## src/rtl/adc_ctl_pkg.sv

```systemverilog
package adc_ctl_pkg;
  localparam int REG_W   = 16;
  localparam int CH_W    = 3;
  localparam int STS_W   = 2;
  localparam int MD_W    = 2;
  localparam int N_TRIG  = (1 << STS_W) - 1;

  localparam int RUN_B   = 15;
  localparam int RDY_B   = 14;
  localparam int IEN_B   = 13;
  localparam int PSE_B   = 12;
  localparam int SRC_LSB = 10;
  localparam int GO_B    = 9;
  localparam int MD_LSB  = 6;
  localparam int FST_LSB = 3;
  localparam int LST_LSB = 0;

  typedef enum logic [MD_W-1:0] {
    MD_SINGLE = 2'b00,
    MD_CONT   = 2'b01,
    MD_PAUSE  = 2'b10,
    MD_SGL_B  = 2'b11
  } scan_mode_e;

  typedef enum logic [1:0] {
    ST_IDLE  = 2'b00,
    ST_CONV  = 2'b01,
    ST_HOLD  = 2'b10
  } seq_state_e;
endpackage

```

## src/rtl/adc_trig_sel.sv

```systemverilog
module adc_trig_sel
  import adc_ctl_pkg::*;
#(
  parameter int SRC_W = STS_W,
  localparam int NT   = (1 << SRC_W) - 1
) (
  input  logic             clk,
  input  logic             rst_n,
  input  logic [NT-1:0]    ext_trig,
  input  logic [SRC_W-1:0] src_sel,
  input  logic             sw_go,
  output logic             trig
);
  logic [NT-1:0] ext_q;
  logic [NT-1:0] rise;
  logic          sel_rise;

  always_ff @(posedge clk or negedge rst_n) begin
    if (!rst_n) ext_q <= '0;
    else        ext_q <= ext_trig;
  end

  assign rise = ext_trig & ~ext_q;

  always_comb begin
    sel_rise = 1'b0;
    for (int k = 1; k <= NT; k++) begin
      if (src_sel == SRC_W'(k)) sel_rise = rise[k-1];
    end
  end

  assign trig = sw_go | sel_rise;


  no_src_trig_chk: assert property (@(posedge clk) disable iff (!rst_n)
    (src_sel == '0 && !sw_go) |-> !trig);
endmodule

```

## src/rtl/adc_chan_step.sv

```systemverilog
module adc_chan_step #(
  parameter int W = adc_ctl_pkg::CH_W
) (
  input  logic [W-1:0] cur,
  input  logic [W-1:0] first,
  input  logic [W-1:0] last_ch,
  output logic         at_end,
  output logic [W-1:0] nxt
);
  assign at_end = (cur == last_ch);
  assign nxt    = at_end ? first : W'(cur + 1'b1);
endmodule

```

## src/rtl/adc_seq_fsm.sv

```systemverilog
module adc_seq_fsm
  import adc_ctl_pkg::*;
#(
  parameter int W = CH_W
) (
  input  logic       clk,
  input  logic       rst_n,
  input  logic       trig,
  input  logic       abort_req,
  input  logic       conv_done,
  input  scan_mode_e mode,
  input  logic [W-1:0] first_eff,
  input  logic [W-1:0] first,
  input  logic [W-1:0] last_ch,
  output logic       running,
  output logic       paused,
  output logic [W-1:0] chan,
  output logic       start_p,
  output logic       abort_p,
  output logic       done_acc
);
  seq_state_e st_q, st_d;
  logic         run_d, pse_d, start_d, abort_d;
  logic [W-1:0] ch_d;
  logic         at_end;
  logic [W-1:0] ch_nxt;

  adc_chan_step #(.W(W)) step_i (
    .cur(chan), .first(first), .last_ch(last_ch),
    .at_end(at_end), .nxt(ch_nxt)
  );

  always_comb begin
    st_d     = st_q;
    run_d    = running;
    pse_d    = paused;
    ch_d     = chan;
    start_d  = 1'b0;
    abort_d  = 1'b0;
    done_acc = 1'b0;
    if (abort_req) begin
      st_d    = ST_IDLE;
      run_d   = 1'b0;
      pse_d   = 1'b0;
      abort_d = 1'b1;
    end else begin
      unique case (st_q)
        ST_IDLE: if (trig) begin
          st_d    = ST_CONV;
          run_d   = 1'b1;
          ch_d    = first_eff;
          start_d = 1'b1;
        end
        ST_CONV: if (conv_done) begin
          done_acc = 1'b1;
          unique case (mode)
            MD_PAUSE: begin
              st_d  = ST_HOLD;
              pse_d = 1'b1;
              ch_d  = ch_nxt;
            end
            MD_CONT: begin
              ch_d    = ch_nxt;
              start_d = 1'b1;
            end
            default: begin
              if (at_end) begin
                st_d  = ST_IDLE;
                run_d = 1'b0;
              end else begin
                ch_d    = ch_nxt;
                start_d = 1'b1;
              end
            end
          endcase
        end
        ST_HOLD: if (trig) begin
          st_d    = ST_CONV;
          pse_d   = 1'b0;
          start_d = 1'b1;
        end
        default: st_d = ST_IDLE;
      endcase
    end
  end

  always_ff @(posedge clk or negedge rst_n) begin
    if (!rst_n) begin
      st_q    <= ST_IDLE;
      running <= 1'b0;
      paused  <= 1'b0;
      chan    <= '0;
      start_p <= 1'b0;
      abort_p <= 1'b0;
    end else begin
      st_q    <= st_d;
      running <= run_d;
      paused  <= pse_d;
      chan    <= ch_d;
      start_p <= start_d;
      abort_p <= abort_d;
    end
  end


  abort_stop_chk: assert property (@(posedge clk) disable iff (!rst_n)
    abort_req |=> (abort_p && !running && !paused && !start_p));

  start_run_chk: assert property (@(posedge clk) disable iff (!rst_n)
    start_p |-> running);

  cont_hold_chk: assert property (@(posedge clk) disable iff (!rst_n)
    (running && mode == MD_CONT && !abort_req) |=> running);

  pause_quiet_chk: assert property (@(posedge clk) disable iff (!rst_n)
    (paused && !trig) |=> !start_p);
endmodule

```

## src/rtl/adc_flag_reg.sv

```systemverilog
module adc_flag_reg
  import adc_ctl_pkg::*;
(
  input  logic             clk,
  input  logic             rst_n,
  input  logic             wr,
  input  logic [REG_W-1:0] wdata,
  input  logic             running,
  input  logic             done_acc,
  input  logic             dma_clr,
  output logic             rdy_q,
  output logic             ien_q,
  output logic [STS_W-1:0] src_q,
  output scan_mode_e       mode_q,
  output logic [CH_W-1:0]  first_q,
  output logic [CH_W-1:0]  last_q
);
  logic             rdy_d, ien_d, cfg_en;
  logic [STS_W-1:0] src_d;
  scan_mode_e       mode_d;
  logic [CH_W-1:0]  first_d, last_d;

  assign cfg_en = wr && !running;

  always_comb begin
    rdy_d = rdy_q;
    if (done_acc)                        rdy_d = 1'b1;
    else if (dma_clr || (wr && !wdata[RDY_B])) rdy_d = 1'b0;
    ien_d   = wr ? wdata[IEN_B] : ien_q;
    src_d   = cfg_en ? wdata[SRC_LSB +: STS_W] : src_q;
    mode_d  = cfg_en ? scan_mode_e'(wdata[MD_LSB +: MD_W]) : mode_q;
    first_d = cfg_en ? wdata[FST_LSB +: CH_W] : first_q;
    last_d  = cfg_en ? wdata[LST_LSB +: CH_W] : last_q;
  end

  always_ff @(posedge clk or negedge rst_n) begin
    if (!rst_n) begin
      rdy_q   <= 1'b0;
      ien_q   <= 1'b0;
      src_q   <= '0;
      mode_q  <= MD_SINGLE;
      first_q <= '0;
      last_q  <= '0;
    end else begin
      rdy_q   <= rdy_d;
      ien_q   <= ien_d;
      src_q   <= src_d;
      mode_q  <= mode_d;
      first_q <= first_d;
      last_q  <= last_d;
    end
  end


  done_sets_rdy_chk: assert property (@(posedge clk) disable iff (!rst_n)
    done_acc |=> rdy_q);

  rdy_wr1_chk: assert property (@(posedge clk) disable iff (!rst_n)
    (wr && wdata[RDY_B] && !rdy_q && !done_acc) |=> !rdy_q);

  cfg_frozen_chk: assert property (@(posedge clk) disable iff (!rst_n)
    running |=> ($stable(mode_q) && $stable(first_q) && $stable(last_q) && $stable(src_q)));
endmodule

```

## src/rtl/adc_ctl_seq.sv

```systemverilog
module adc_ctl_seq
  import adc_ctl_pkg::*;
(
  input  logic              clk,
  input  logic              rst_n,
  input  logic              bus_wr,
  input  logic [REG_W-1:0]  bus_wdata,
  input  logic              bus_rmw,
  output logic [REG_W-1:0]  bus_rdata,
  input  logic [N_TRIG-1:0] ext_trig,
  input  logic              dma_sel,
  input  logic              dma_clr,
  output logic              conv_start,
  output logic              conv_abort,
  output logic [CH_W-1:0]   conv_chan,
  input  logic              conv_done,
  output logic              irq,
  output logic              dma_req
);
  logic             running, paused, done_acc, trig, abort_req, sw_go;
  logic             rdy_q, ien_q;
  logic [STS_W-1:0] src_q;
  scan_mode_e       mode_q;
  logic [CH_W-1:0]  first_q, last_q, first_eff;

  assign abort_req = bus_wr && !bus_wdata[RUN_B] && running;
  assign sw_go     = bus_wr && bus_wdata[GO_B];
  assign first_eff = (bus_wr && !running) ? bus_wdata[FST_LSB +: CH_W] : first_q;

  adc_trig_sel #(.SRC_W(STS_W)) trig_i (
    .clk(clk), .rst_n(rst_n), .ext_trig(ext_trig), .src_sel(src_q),
    .sw_go(sw_go), .trig(trig)
  );

  adc_flag_reg flag_i (
    .clk(clk), .rst_n(rst_n), .wr(bus_wr), .wdata(bus_wdata),
    .running(running), .done_acc(done_acc), .dma_clr(dma_clr),
    .rdy_q(rdy_q), .ien_q(ien_q), .src_q(src_q), .mode_q(mode_q),
    .first_q(first_q), .last_q(last_q)
  );

  adc_seq_fsm #(.W(CH_W)) fsm_i (
    .clk(clk), .rst_n(rst_n), .trig(trig), .abort_req(abort_req),
    .conv_done(conv_done), .mode(mode_q), .first_eff(first_eff),
    .first(first_q), .last_ch(last_q), .running(running), .paused(paused),
    .chan(conv_chan), .start_p(conv_start), .abort_p(conv_abort),
    .done_acc(done_acc)
  );

  always_comb begin
    bus_rdata = '0;
    bus_rdata[RUN_B]               = running | bus_rmw;
    bus_rdata[RDY_B]               = rdy_q;
    bus_rdata[IEN_B]               = ien_q;
    bus_rdata[PSE_B]               = paused;
    bus_rdata[SRC_LSB +: STS_W]    = src_q;
    bus_rdata[MD_LSB +: MD_W]      = mode_q;
    bus_rdata[FST_LSB +: CH_W]     = first_q;
    bus_rdata[LST_LSB +: CH_W]     = last_q;
  end

  assign irq     = rdy_q & ien_q;
  assign dma_req = irq & dma_sel;


  rmw_run_chk: assert property (@(posedge clk) disable iff (!rst_n)
    bus_rmw |-> bus_rdata[RUN_B]);

  dma_gate_chk: assert property (@(posedge clk) disable iff (!rst_n)
    dma_req |-> (irq && dma_sel));
endmodule

```

## config.mk

```make
export PLATFORM = sky130hd
export DESIGN_NAME = adc_ctl_seq
export DESIGN_NICKNAME = d
export VERILOG_FILES = /design/src/rtl/adc_ctl_pkg.sv /design/src/rtl/adc_trig_sel.sv /design/src/rtl/adc_chan_step.sv /design/src/rtl/adc_seq_fsm.sv /design/src/rtl/adc_flag_reg.sv /design/src/rtl/adc_ctl_seq.sv
export SDC_FILE = /design/constraint.sdc
export NUM_CORES = 1
export LEC_CHECK = 0
export CORE_MARGIN = 2
export CORE_UTILIZATION = 46
export CTS_CLUSTER_SIZE = 8
export DETAILED_ROUTE_END_ITERATION = 7
export GPL_ROUTABILITY_DRIVEN = 0
export PLACE_DENSITY = 0.89
export SLEW_MARGIN = 20
export SYNTH_ARGS = -nofsm -noshare
export SYNTH_HDL_FRONTEND = slang
export SYNTH_SLANG_ARGS = --single-unit
export TNS_END_PERCENT = 100
```

## constraint.sdc

```tcl
create_clock -name clk -period 3.5 [get_ports clk]
set_input_delay 0.7 -clock clk [delete_from_list [all_inputs] [get_ports clk]]
set_output_delay 0.7 -clock clk [all_outputs]
set_load 0.01 [all_outputs]
```

==> results_dict.tcl <==
set metrics [dict create \
    status "finished, final reports clean" \
    cts_max_path_buffers 2 \
    maxCapViolations 0 \
    num_io_pins 49 \
    grt_usage_pct 17.7 \
    drc 0 \
    cts_tree "built" \
    yosysSeqAreaShare_pct 48.4 \
    end_kind "primary output" \
    r2r-end "fsm_i.chan[0]" \
    register_area_um2 601 \
    crit_type "in -> out" \
    clockRootBuffer "clkbuf_4" \
    power_leakage_nw 0.728 \
    hold_violations 0 \
    design_power_total_mw 1.44 \
    period_share_pct 73.4 \
    areaGrowthSynthToFinish_pct 38.0 \
    max_stage_delay_ns 0.48 \
    wl_per_cell_um 13.3 \
    max_freq_ghz 0.390 \
    worst_skew_pair.late_latency_ns 0.31 \
    nNetsFinal 185 \
    synth_warnings 0 \
    cp_max_fo 1 \
    num_vias 981 \
    cts_num_sinks 24 \
    row_count 18 \
    ant_nets 0 \
    r2r-start "fsm_i.running" \
    fillers 200 \
    ir_worst_vdd_mv 0.611 \
    start_util_pct 49.2 \
    power_density_nw_per_um2 842 \
    io_buffers 44 \
    max_slew_margin_pct 65.8 \
    die_h_um 55.9 \
    syn_avg_cell_area_um2 11.1 \
    worstPathCellList "clkdlybuf4s50_1, or2_2, clkdlybuf4s50_1" \
    rrSetupSlack_ns 1.67 \
    hold_path.class "in -> async" \
    postSynthCellCount 112 \
    multi_input_area_um2 584 \
    synth_seq_cells 24 \
    grt_pass1_vias 973 \
    cts_buffers 3 \
    grt-ovfl-total 0 \
    fin_crit_ns 2.57 \
    cts.htree.levels 1 \
    drtPass1Iterations 4 \
    grt_pass1_wl_mm 4.37 \
    crit_path_top_delay_cell "clkdlybuf4s50_1" \
    final_common_cell "clkdlybuf4s50_1" \
    core_um2 2520 \
    start_kind "primary input" \
    required_ns 2.80 \
    fin_skew_ns 0.0100 \
    cts.clk_slew.worst_paths_ns 0.13 \
    wirelength_mm 2.47 \
    postCtsSetupBuffers 0 \
    worst_ep_arrival_time_ns 1.87 \
    die_area_um2 3130 \
    fin_setup_tns_ns 0 \
    reg2reg_depth 5 \
    drv_slew 0 \
    rsz0062_at_grt "false" \
    drt_iter0_drc 19 \
    grt_max_degree 25 \
    syn-cell-area_um2 1240 \
    via_per_inst 5.30 \
    drive_above_1_share_pct 14.8 \
    tightestPinTransition_ns 0.511 \
    ys_types 40 \
    ctsResizeCount 0 \
    diodes 0 \
    setup_viol_count_final 0 \
    layout.cells.most_common_list "clkdlybuf4s50_1, dfrtp_1, nand2_1" \
    cts_hold_buf 0 \
    post-dp-hpwl_mm 1.91 \
    die_w_um 55.9 \
    antenna_found_initial 0 \
    cpMostUsedCell "clkdlybuf4s50_1" \
]
[state kept, by name, summed over array words and instances, names as in the netlist]
register,count
fsm_i.running,1
fsm_i.start_p,1
flag_i.first_q,3
flag_i.rdy_q,1
fsm_i.chan,3
trig_i.ext_q,3
flag_i.src_q,2
fsm_i.abort_p,1
flag_i.last_q,3
fsm_i.paused,1
flag_i.ien_q,1
flag_i.mode_q,2
fsm_i.st_q,2
[per-layer routing]
layer | track usage [%] | vias up | wire length [um]
met3 | 3.72 | 5 | 156
met2 | 28.6 | 39 | 1170
met4 | 6.80 | 0 | 41
met1 | 23.4 | 464 | 1100
met5 | 0 | - | 0
li1 | - | 473 | -
[cell families after synthesis]
family	synth area share, %
mux	11.7
buf+inv	4.84
flops	48.4
other cells	0.302
fa+ha+maj	3.02
simple gates	15.9
xor+xnor	4.03
compound gates	11.8
[layout make-up]
type | instances | share of cell area [%]
flip-flops and latches | 24 | 35.1
repair buffers | 44 | 25.4
clock buffers | 4 | 2.12
multi-input cells | 78 | 34.1
well taps | 30 | 2.19
inverters | 5 | 1.10
[Yosys cell counts, drive strengths merged]
cell / number / share of area (%)
a211oi: 1 / 0.61
a21oi: 5 / 2.0
a311oi: 1 / 1.2
a31o: 1 / 0.71
a31oi: 2 / 1.0
and2: 2 / 1.0
and3: 1 / 0.50
and3b: 1 / 0.71
buf: 5 / 3.0
clkbuf: 1 / 0.30
conb: 1 / 0.30
dfrtp: 24 / 48
ha: 3 / 3.0
inv: 5 / 1.5
mux2: 11 / 11
mux2i: 1 / 0.81
nand2: 10 / 3.0
nand2b: 2 / 1.0
nand3: 1 / 0.40
nand3b: 1 / 0.61
nand4: 1 / 0.50
nand4b: 1 / 0.71
nor2: 6 / 1.8
nor2b: 1 / 1.1
nor3: 3 / 2.1
nor3b: 1 / 0.61
nor4bb: 1 / 0.81
o2111ai: 1 / 0.71
o21ai: 10 / 4.3
o21bai: 1 / 0.61
o31ai: 1 / 0.61
or2: 1 / 0.50
or3: 1 / 0.50
xor2: 4 / 4.0
[how the worst max path moves through the flow]
stage / to / cells after the start / from
after floorplan: fsm_i.chan[0] / 5 / bus_wr
after global placement: fsm_i.chan[0] / 6 / bus_wr
after detailed placement: fsm_i.chan[0] / 6 / bus_wr
after CTS: bus_rdata[15] / 3 / bus_rmw
after global routing: bus_rdata[15] / 3 / bus_rmw
final: bus_rdata[15] / 3 / bus_rmw
[stage by stage]
stage,hold WS [ns],instances,util (%),area (um^2),setup slack [ns]
final,0.332,185,67.9,1710,0.933
after global routing,0.359,185,67.9,1710,0.900
after CTS,0.522,185,68.1,1720,0.922
after detailed placement,0.505,181,66.7,1680,0.728
after global placement,0.496,181,66.7,1680,0.760
after floorplan,0.404,113,-,1240,1.61
[worst max-delay path, delay by kind of cell]
family,cells,cell delay [ns]
buffers and inverters,2,0.87
AND/OR/NAND/NOR,1,0.29
[report_power, final]
group / leakage [nW] / internal, mW / switching [mW]
Combinational: 0.416 / 0.445 / 0.347
Sequential: 0.291 / 0.387 / 0.121
Clock: 0.0210 / 0.0636 / 0.0783
Total: 0.728 / 0.896 / 0.547
Power figures use the tool's default switching activity.
